===== src/rtl/clkdom_pkg.sv =====
package clkdom_pkg;

  localparam int unsigned MODE_W = 2;
  localparam int unsigned RD_W   = 4;

  typedef enum logic [MODE_W-1:0] {
    MODE_KEEP   = 2'd0,
    MODE_FSLEEP = 2'd1,
    MODE_FWAKE  = 2'd2,
    MODE_AUTO   = 2'd3
  } tmode_e;

  typedef enum logic [1:0] {
    ST_ACTIVE = 2'd0,
    ST_SLP_PD = 2'd1,
    ST_GATED  = 2'd2,
    ST_WAK_PD = 2'd3
  } dstate_e;

  localparam logic ADDR_CTRL = 1'b0;
  localparam logic ADDR_STAT = 1'b1;

  // Whether an awake domain may begin its sleep transition.
  function automatic logic may_sleep(tmode_e m, logic idle, logic wk);
    unique case (m)
      MODE_FSLEEP: may_sleep = 1'b1;
      MODE_AUTO:   may_sleep = idle & ~wk;
      default:     may_sleep = 1'b0;
    endcase
  endfunction

  // Whether a gated domain should begin its wake transition.
  function automatic logic may_wake(tmode_e m, logic wk);
    unique case (m)
      MODE_FWAKE:  may_wake = 1'b1;
      MODE_FSLEEP: may_wake = 1'b0;
      default:     may_wake = wk;
    endcase
  endfunction

  // Whether an in-progress sleep must be abandoned.
  function automatic logic must_abort(tmode_e m, logic wk);
    unique case (m)
      MODE_KEEP, MODE_FWAKE: must_abort = 1'b1;
      MODE_AUTO:             must_abort = wk;
      default:               must_abort = 1'b0;
    endcase
  endfunction

  function automatic logic gate_open(dstate_e s);
    return (s == ST_ACTIVE) || (s == ST_SLP_PD);
  endfunction

  function automatic logic clk_busy(dstate_e s);
    return s != ST_GATED;
  endfunction

endpackage


===== src/rtl/clkdom_regs.sv =====
module clkdom_regs
  import clkdom_pkg::*;
(
  input  logic              clk,
  input  logic              rst_n,
  input  logic              wr,
  input  logic              addr,
  input  logic [MODE_W-1:0] wdata,
  input  dstate_e           state,
  input  logic              gate_en,
  input  logic              active,
  output tmode_e            mode,
  output logic [RD_W-1:0]   rdata
);

  tmode_e mode_q;

  always_ff @(posedge clk) begin
    if (!rst_n) begin
      mode_q <= MODE_AUTO;
    end else if (wr && (addr == ADDR_CTRL)) begin
      mode_q <= tmode_e'(wdata);
    end
  end

  always_comb begin
    rdata = '0;
    if (addr == ADDR_CTRL) begin
      rdata[MODE_W-1:0] = mode_q;
    end else begin
      rdata[3:2] = state;
      rdata[1]   = gate_en;
      rdata[0]   = active;
    end
  end

  assign mode = mode_q;

endmodule


===== src/rtl/clkdom_timer.sv =====
module clkdom_timer #(
  parameter int unsigned TRANS_CYCLES = 4
) (
  input  logic clk,
  input  logic rst_n,
  input  logic load,
  input  logic run,
  output logic done
);

  generate
    if (TRANS_CYCLES <= 1) begin : g_none
      logic unused_in;
      assign unused_in = clk ^ rst_n ^ load ^ run;
      assign done = 1'b1 | unused_in;
    end else begin : g_cnt
      localparam int unsigned CW = $clog2(TRANS_CYCLES);
      localparam logic [CW-1:0] LAST = CW'(TRANS_CYCLES - 1);
      logic [CW-1:0] cnt_q;

      always_ff @(posedge clk) begin
        if (!rst_n) begin
          cnt_q <= '0;
        end else if (load) begin
          cnt_q <= LAST;
        end else if (run && (cnt_q != '0)) begin
          cnt_q <= cnt_q - 1'b1;
        end
      end

      assign done = (cnt_q == '0);
    end
  endgenerate

endmodule


===== src/rtl/clkdom_fsm.sv =====
module clkdom_fsm
  import clkdom_pkg::*;
(
  input  logic    clk,
  input  logic    rst_n,
  input  tmode_e  mode,
  input  logic    all_idle,
  input  logic    wake_req,
  input  logic    tmr_done,
  output logic    tmr_load,
  output logic    tmr_run,
  output dstate_e state,
  output logic    gate_en,
  output logic    active
);

  dstate_e st_q, st_d;
  logic    gate_q, act_q;

  always_comb begin
    st_d     = st_q;
    tmr_load = 1'b0;
    unique case (st_q)
      ST_ACTIVE: begin
        if (may_sleep(mode, all_idle, wake_req)) begin
          st_d     = ST_SLP_PD;
          tmr_load = 1'b1;
        end
      end
      ST_SLP_PD: begin
        if (must_abort(mode, wake_req)) begin
          st_d = ST_ACTIVE;
        end else if (tmr_done) begin
          st_d = ST_GATED;
        end
      end
      ST_GATED: begin
        if (may_wake(mode, wake_req)) begin
          st_d     = ST_WAK_PD;
          tmr_load = 1'b1;
        end
      end
      ST_WAK_PD: begin
        if (tmr_done) begin
          st_d = ST_ACTIVE;
        end
      end
      default: st_d = ST_GATED;
    endcase
  end

  assign tmr_run = (st_q == ST_SLP_PD) || (st_q == ST_WAK_PD);

  always_ff @(posedge clk) begin
    if (!rst_n) begin
      st_q   <= ST_GATED;
      gate_q <= 1'b0;
      act_q  <= 1'b0;
    end else begin
      st_q   <= st_d;
      gate_q <= gate_open(st_d);
      act_q  <= clk_busy(st_d);
    end
  end

  assign state   = st_q;
  assign gate_en = gate_q;
  assign active  = act_q;

endmodule


===== src/rtl/clkdom_ctrl.sv =====
module clkdom_ctrl
  import clkdom_pkg::*;
#(
  parameter int unsigned TRANS_CYCLES = 4
) (
  input  logic             clk,
  input  logic             rst_n,
  input  logic             reg_wr,
  input  logic             reg_addr,
  input  logic [MODE_W-1:0] reg_wdata,
  output logic [RD_W-1:0]  reg_rdata,
  input  logic             all_idle,
  input  logic             wake_req,
  output logic             clk_gate_en,
  output logic             clk_active,
  output logic [1:0]       dom_state
);

  tmode_e  mode_q;
  dstate_e st;
  logic    t_load, t_run, t_done;
  logic    gate_w, act_w;

  clkdom_regs u_regs (
    .clk     (clk),
    .rst_n   (rst_n),
    .wr      (reg_wr),
    .addr    (reg_addr),
    .wdata   (reg_wdata),
    .state   (st),
    .gate_en (gate_w),
    .active  (act_w),
    .mode    (mode_q),
    .rdata   (reg_rdata)
  );

  clkdom_timer #(.TRANS_CYCLES(TRANS_CYCLES)) u_timer (
    .clk   (clk),
    .rst_n (rst_n),
    .load  (t_load),
    .run   (t_run),
    .done  (t_done)
  );

  clkdom_fsm u_fsm (
    .clk      (clk),
    .rst_n    (rst_n),
    .mode     (mode_q),
    .all_idle (all_idle),
    .wake_req (wake_req),
    .tmr_done (t_done),
    .tmr_load (t_load),
    .tmr_run  (t_run),
    .state    (st),
    .gate_en  (gate_w),
    .active   (act_w)
  );

  assign clk_gate_en = gate_w;
  assign clk_active  = act_w;
  assign dom_state   = st;

endmodule


===== config.mk =====
export PLATFORM = sky130hd
export DESIGN_NAME = clkdom_ctrl
export DESIGN_NICKNAME = d
export VERILOG_FILES = /design/src/rtl/clkdom_pkg.sv /design/src/rtl/clkdom_regs.sv /design/src/rtl/clkdom_timer.sv /design/src/rtl/clkdom_fsm.sv /design/src/rtl/clkdom_ctrl.sv
export SDC_FILE = /design/constraint.sdc
export NUM_CORES = 1
export LEC_CHECK = 0
export BUFFER_PORTS_ARGS = -buffer_cell sky130_fd_sc_hd__buf_4
export CORE_MARGIN = 5
export CORE_UTILIZATION = 30
export CTS_CLUSTER_SIZE = 40
export DETAILED_ROUTE_END_ITERATION = 10
export GPL_TIMING_DRIVEN = 0
export PLACE_DENSITY = 0.5
export SLEW_MARGIN = 20
export SYNTH_ARGS = -nofsm -noshare
export SYNTH_HDL_FRONTEND = slang
export SYNTH_HIERARCHICAL = 1
export SYNTH_SLANG_ARGS = --single-unit

===== constraint.sdc =====
create_clock -name clk -period 1.8 [get_ports clk]
set_clock_uncertainty 0.15 [all_clocks]
set_input_delay 0.18 -clock clk [delete_from_list [all_inputs] [get_ports clk]]
set_output_delay 0.18 -clock clk [all_outputs]
set_load 0.01 [all_outputs]

==> impl_results.md, run 1 <==
* Starting Density at 32.10%
* Clk slew on worst S/H paths at 60 ps
* Distinct cells, synth at 22
* Die height at 50.38 um
* Crit-path cells: inv_2 > ha_4 > mux2i_4 > a221oi_4 > and4bb_1 > a211oi_2
* Initial antenna violation count at 0
* Reg power frac at 36.6%
* Worst EP required at 1820 ps
* Final RePlAce weighted congestion at 0.6770
* H-tree Lvls at 1
* Vias in the first global route at 464
* Crit path launch type: register
* CTS Buf Count at 3
* CTS root buffer: clkbuf_4
* Placed Cells incl. Taps at 86
* Vias/cell at 4.872
* Internal power at 0.4423 mW
* Predominant post-synthesis flop cell: dfxtp_1
* Post-DP HPWL at 839 um
* Residual DRC at 0
* Fill cells at 161
* Gate Count Post-Synth at 55
* Worst slew margin at 75.47%
* Mean post-synth cell area at 8.895 sq um
* WP buf/inv at 1
* Worst path slowest cell: dfxtp_2
* Number of cells on the worst reg-to-reg path at 6
* DR iter-0 viols at 9
* Die width at 50.38 um
* Finished Cell Area at 733.2 sq um
* Final std cells w/o fill at 94
* Max IR drop VDD at 0.4595 mV
* Comb pwr share at 42.0%
* Min-Delay Path Class: input pin to register
* Wirelength, routed at 1217 um
* RSZ-0062 raised after global routing: yes
* Ys async rst share at 0%
* P_sw at 0.2213 mW
* Final setup violating endpoints at 0
* Diodes inserted at 0
* Most frequent cells in the layout: buf_4 (20), inv_1 (7), dfxtp_1 (6)
* Min-Delay Path Depth at 2
* Clock Path Buffers at 2
* CP top delay family: compound AO/OA/AOI/OAI gates
* Nets at 93
* Pwr per Cell Area at 905.1 nW/um^2
* Syn Nets at 68
* Drt pass-1 iters at 3
* Final Slew Violations at 0
* Critical path depth at 6
* Synth warn at 6
* Io pins at 16
* Total die area at 2538 sq um
* Final Cycle Share at 99.52%
* Worst skew pair latency at 260 ps
* Worst-Margin Slew at 365.8 ps
* DR vias at 458
* Port-buffer cells at 15
* Final Util at 48.11%
* TritonCTS clock tree: yes
* Crit path largest cell delay at 340 ps
* Global route overflow at 0
* Status: finished, final reports clean
* Sw Share at 33.35%
* Worst Setup Path Type: register to register
* Routed wire length per instance at 12.95 um
* Clock power share at 21.5%
* Layout area overhead at 49.87%
* # Max-Cap Violations at 0
* Core area at 1524 sq um
* Num Clock Sinks at 8
* Most common cell after layout, fill and taps aside: buf_4
* Dpl cell area at 624.3 sq um
* Crit end category: register
* Sequential fraction of the synthesis area at 32.74%
* Antenna Nets Post-Route at 0
* CTS Hold Bufs at 0
* Fmax at 0.5583 GHz
* First-pass GRT wire length at 2090 um
* Num rows at 14
* Synthesized area at 489.2 sq um
* Final Hold Fails at 0
* Number of synthesized flops with an enable pin at 0
* Critical path arrival at 1810 ps
* Final min period at 1791 ps
* Yosys reg bits at 8
* Crit path max fanout at 4
* Lkg Pwr at 0.3661 nW
* Layout cells sized above 1 at 46.15%
* Largest net degree at the start of global routing at 10
* Overall Global Routing Usage at 10.89%
registers in the layout, summed over array words and instances, names as in the netlist:
name and flops:
u_timer/g_cnt.cnt_q 2, u_fsm/state 2, u_fsm/gate_en 1, u_regs/mode 2, u_fsm/active 1
stage by stage:
stage	hold slack (ps)	TNS, ps	total power, mW	setup WS (ps)
global placement	274.2	-287.9	0.4572	-170.1
CTS	7.000	0	0.6446	2.224
floorplan	101.8	0	0.3702	0.7436
finish	14.25	0	0.6637	8.694
detailed placement	277.1	-271.5	0.4562	-163.1
global route	13.00	-101.5	0.7131	-51.77
layer usage:
| metal | vias up | wire, um | global-route usage (%) |
|---|---|---|---|
| li1 | 243 | - | - |
| met1 | 204 | 547 | 12.61 |
| met2 | 9 | 584 | 17.15 |
| met3 | 2 | 74 | 5.621 |
| met4 | 0 | 10 | 3.830 |
| met5 | - | 0 | 0 |
worst paths after layout:
check	startpoint	endpoint	slack, ps
max	u_regs/mode[0]	u_timer/g_cnt.cnt_q[0]	9
min	rst_n	u_fsm/state[1]	10
min reg2reg	u_timer/g_cnt.cnt_q[1]	u_timer/g_cnt.cnt_q[1]	390
max reg2reg	u_regs/mode[0]	u_timer/g_cnt.cnt_q[0]	9
kinds of logic after synthesis:
group	share of synthesized area (%)
buffers and inverters	7.671
AOI/OAI and AO/OA	20.20
adders and majority gates	12.79
DFF	32.74
and+or+nand+nor	24.55
muxes	2.046
power groups by stage:
stage	clock network [mW]	registers [mW]	logic, mW
global placement	0	0.245	0.212
CTS	0.149	0.242	0.254
finish	0.143	0.243	0.278
global route	0.158	0.250	0.306
detailed placement	0	0.244	0.212
floorplan	0	0.246	0.124
final cells by class:
type	instances	area, sq um	area share (%)
plain buffers	1	3.754	0.5119
flip-flops and latches	8	162.7	22.18
multi-input cells	37	340.3	46.42
inverters	9	33.78	4.608
clock buffers	3	22.52	3.072
well taps	16	20.02	2.730
repair buffers	20	150.1	20.48
synthesized netlist by cell type, drive strengths merged (2+ instances only):
cell type	count	area, sq um
inv	9	33.78
o21ai	2	10.01
and4bb	2	25.02
o211ai	2	15.01
nor2	3	11.26
and2	2	15.01
nand2	5	18.77
ha	5	62.56
a211oi	3	22.52
dfxtp	8	160.2
nand3b	3	22.52
repair_timing:
action,CTS,global route
pin swaps,6,3
resized for setup,7,2
setup buffers,3,2
endpoints found under the hold margin,0,0
endpoints found under the setup margin,2,3
(Power assumes the default switching activity.)
==> run 2, diff against run 1 <==
--- a/config.mk
+++ b/config.mk
@@ -11,7 +11,6 @@
 export CTS_CLUSTER_SIZE = 40
 export DETAILED_ROUTE_END_ITERATION = 10
 export GPL_TIMING_DRIVEN = 0
-export PLACE_DENSITY = 0.5
 export SLEW_MARGIN = 20
 export SYNTH_ARGS = -nofsm -noshare
 export SYNTH_HDL_FRONTEND = slang
==> constraint.sdc (replaced) <==
create_clock -name clk -period 1.8 [get_ports clk]
set_clock_uncertainty 0.15 [all_clocks]
set_input_delay 0.09 -clock clk [delete_from_list [all_inputs] [get_ports clk]]
set_output_delay 0.09 -clock clk [all_outputs]
set_load 0.01 [all_outputs]
==> run 2 against run 1 <==
Worst hold slack improved by 34 ps. Sequential share of layout area is 0.94 points lower. Combinational power is 5% lower. Register-to-register slack better by 80 ps. Critical endpoint is now u_timer/g_cnt.cnt_q[1]. Non-clock buffer count grew 5. Sequential power about the same. Utilization is 2.1 points higher. Count of clock-buffer cells in the layout unchanged.
==> impl_results.md, run 2 (synthesized netlist as in run 1, its figures left out) <==
* Worst Setup Path Type: register to register (unchanged)
* Die width at 50.38 um (unchanged)
* Post-DP HPWL at 806.9 um (was 839 um)
* Largest net degree at the start of global routing at 10 (unchanged)
* Reg-to-Reg End: u_timer/g_cnt.cnt_q[1] (was u_timer/g_cnt.cnt_q[0])
* Critical path arrival at 1740 ps (was 1810 ps)
* Antenna Nets Post-Route at 0 (unchanged)
* FF-to-FF setup slack at 90 ps (was 9 ps)
* Pwr per Cell Area at 835.2 nW/um^2 (was 905.1 nW/um^2)
* Reg-to-reg startpoint: u_regs/mode[1] (was u_regs/mode[0])
* Clk slew on worst S/H paths at 50 ps (was 60 ps)
* Residual DRC at 0 (unchanged)
* Final Cycle Share at 95.15% (was 99.52%)
* Vias in the first global route at 482 (was 464)
* Finished Cell Area at 765.7 sq um (was 733.2 sq um)
* Num Clock Sinks at 8 (unchanged)
* Diodes inserted at 0 (unchanged)
* Total die area at 2538 sq um (unchanged)
* DR vias at 467 (was 458)
* # Max-Cap Violations at 0 (unchanged)
* Overall Global Routing Usage at 10.72% (was 10.89%)
* Most common cell after layout, fill and taps aside: buf_4 (unchanged)
* Grt peak-use layer: met2 (unchanged)
* First-pass GRT wire length at 2076 um (was 2090 um)
* Vias/cell at 4.717 (was 4.872)
* Number of cells on the worst reg-to-reg path at 6 (unchanged)
* Final hold slack at 47.78 ps (was 14.25 ps)
* Worst skew pair latency at 250 ps (was 260 ps)
* Port-buffer cells at 15 (unchanged)
* Max IR drop VDD at 0.4266 mV (was 0.4595 mV)
* Status: finished, final reports clean (unchanged)
* CTS Buf Count at 3 (unchanged)
* Lkg Pwr at 0.3830 nW (was 0.3661 nW)
* Die height at 50.38 um (unchanged)
* RSZ-0062 raised after global routing: no (was yes)
* Nets at 98 (was 93)
* Global route overflow at 0 (unchanged)
* Clock Path Buffers at 2 (unchanged)
* Initial antenna violation count at 0 (unchanged)
* Routed wire length per instance at 12.65 um (was 12.95 um)
* Worst EP required at 1830 ps (was 1820 ps)
* Drt pass-1 iters at 3 (unchanged)
* Dpl cell area at 624.3 sq um (unchanged)
* Crit path max fanout at 3 (was 4)
* Met3 Use GR at 2.367% (was 5.621%)
* Worst-Margin Slew at 270.8 ps (was 365.8 ps)
* Layout cells sized above 1 at 42.17% (was 46.15%)
* Final setup violating endpoints at 0 (unchanged)
* Fmax at 0.5839 GHz (was 0.5583 GHz)
* Min-Delay Path Depth at 3 (was 2)
* Crit path launch type: register (unchanged)
* Worst slew margin at 81.93% (was 75.47%)
* DR iter-0 viols at 7 (was 9)
* Wirelength, routed at 1252 um (was 1217 um)
* Grt met2 use at 16.74% (was 17.15%)
* Io pins at 16 (unchanged)
* Core area at 1524 sq um (unchanged)
* TritonCTS clock tree: yes (unchanged)
* H-tree Lvls at 1 (unchanged)
* Final Slew Violations at 0 (unchanged)
* Starting Density at 32.10% (unchanged)
* GR Util met1 at 12.83% (was 12.61%)
* Worst Hold Endpoint: u_regs/mode[0] (was u_fsm/state[1])
* Min-Delay Path Class: input pin to register (unchanged)
* Num rows at 14 (unchanged)
* Final RePlAce weighted congestion at 0.7344 (was 0.6770)
* Fill cells at 144 (was 161)
* Crit end category: register (unchanged)
* Layout area overhead at 56.52% (was 49.87%)
* Final Hold Fails at 0 (unchanged)
* Hold Crit Start: reg_addr (was rst_n)
* Crit. Startpoint: u_regs/mode[1] (was u_regs/mode[0])
* Final min period at 1713 ps (was 1791 ps)
* CTS root buffer: clkbuf_4 (unchanged)
* Most frequent cells in the layout: buf_4 (20), inv_1 (8), dfxtp_1 (6) (was buf_4 (20), inv_1 (7), dfxtp_1 (6))
==> run 2: area by class of cell <==
cell class	count	area (sq um)	share of cell area, %
clock buffers	3	22.52	2.941
multi-input cells	37	322.8	42.16
flip-flops and latches	8	162.7	21.24
repair buffers	25	200.2	26.14
inverters	9	33.78	4.412
plain buffers	1	3.754	0.4902
well taps	16	20.02	2.614
==> run 2: per-layer routing <==
layer / vias to the layer above / wire length, um
li1: 251 / -
met1: 209 / 554
met2: 5 / 646
met3: 2 / 37
met4: 0 / 12
met5: - / 0
==> run 2: worst max-delay path, cell delays in order, from the launching register on <==
cell and delay (ps):
dfxtp_2 340, inv_2 50, ha_4 230, mux2i_2 150, a221oi_2 300, and4bb_1 230
a211oi_2 180
==> run 2: metrics by stage <==
stage | setup TNS (ps) | power, mW | cells | setup WS (ps) | util (%)
3_3_place_gp | -258.2 | 0.4516 | 86 | -139.7 | 40.97
2_1_floorplan | 0 | 0.3702 | 55 | 0.7436 | -
3_5_place_dp | -301.0 | 0.4540 | 86 | -163.7 | 40.97
6_report | 0 | 0.6396 | 99 | 87.35 | 50.25
4_1_cts | 0 | 0.6374 | 99 | 15.62 | 49.26
5_1_grt | 0 | 0.6942 | 99 | 5.062 | 50.25
==> run 2: timing repair <==
item / in CTS / in global routing
resized for setup: 3 / 3
buffers inserted: 5 / 0
endpoints found under the setup margin: 2 / 3
hold buffers: 5 / 0
hold endpoints to repair: 8 / 0
pin swaps: 6 / 4
==> run 2: worst max path at each step <==
stage                                   to  cells past startpoint
global placement    u_timer/g_cnt.cnt_q[0]                      6
CTS                 u_timer/g_cnt.cnt_q[1]                      6
global route        u_timer/g_cnt.cnt_q[1]                      6
detailed placement  u_timer/g_cnt.cnt_q[0]                      6
finish              u_timer/g_cnt.cnt_q[1]                      6
floorplan           u_timer/g_cnt.cnt_q[0]                      6
==> run 2: where the power goes <==
group	total [mW]	switching (mW)	internal, mW
logic	0.263	0.115	0.148
clock network	0.135	0.0592	0.0762
registers	0.241	0.0315	0.209
total	0.640	0.206	0.434
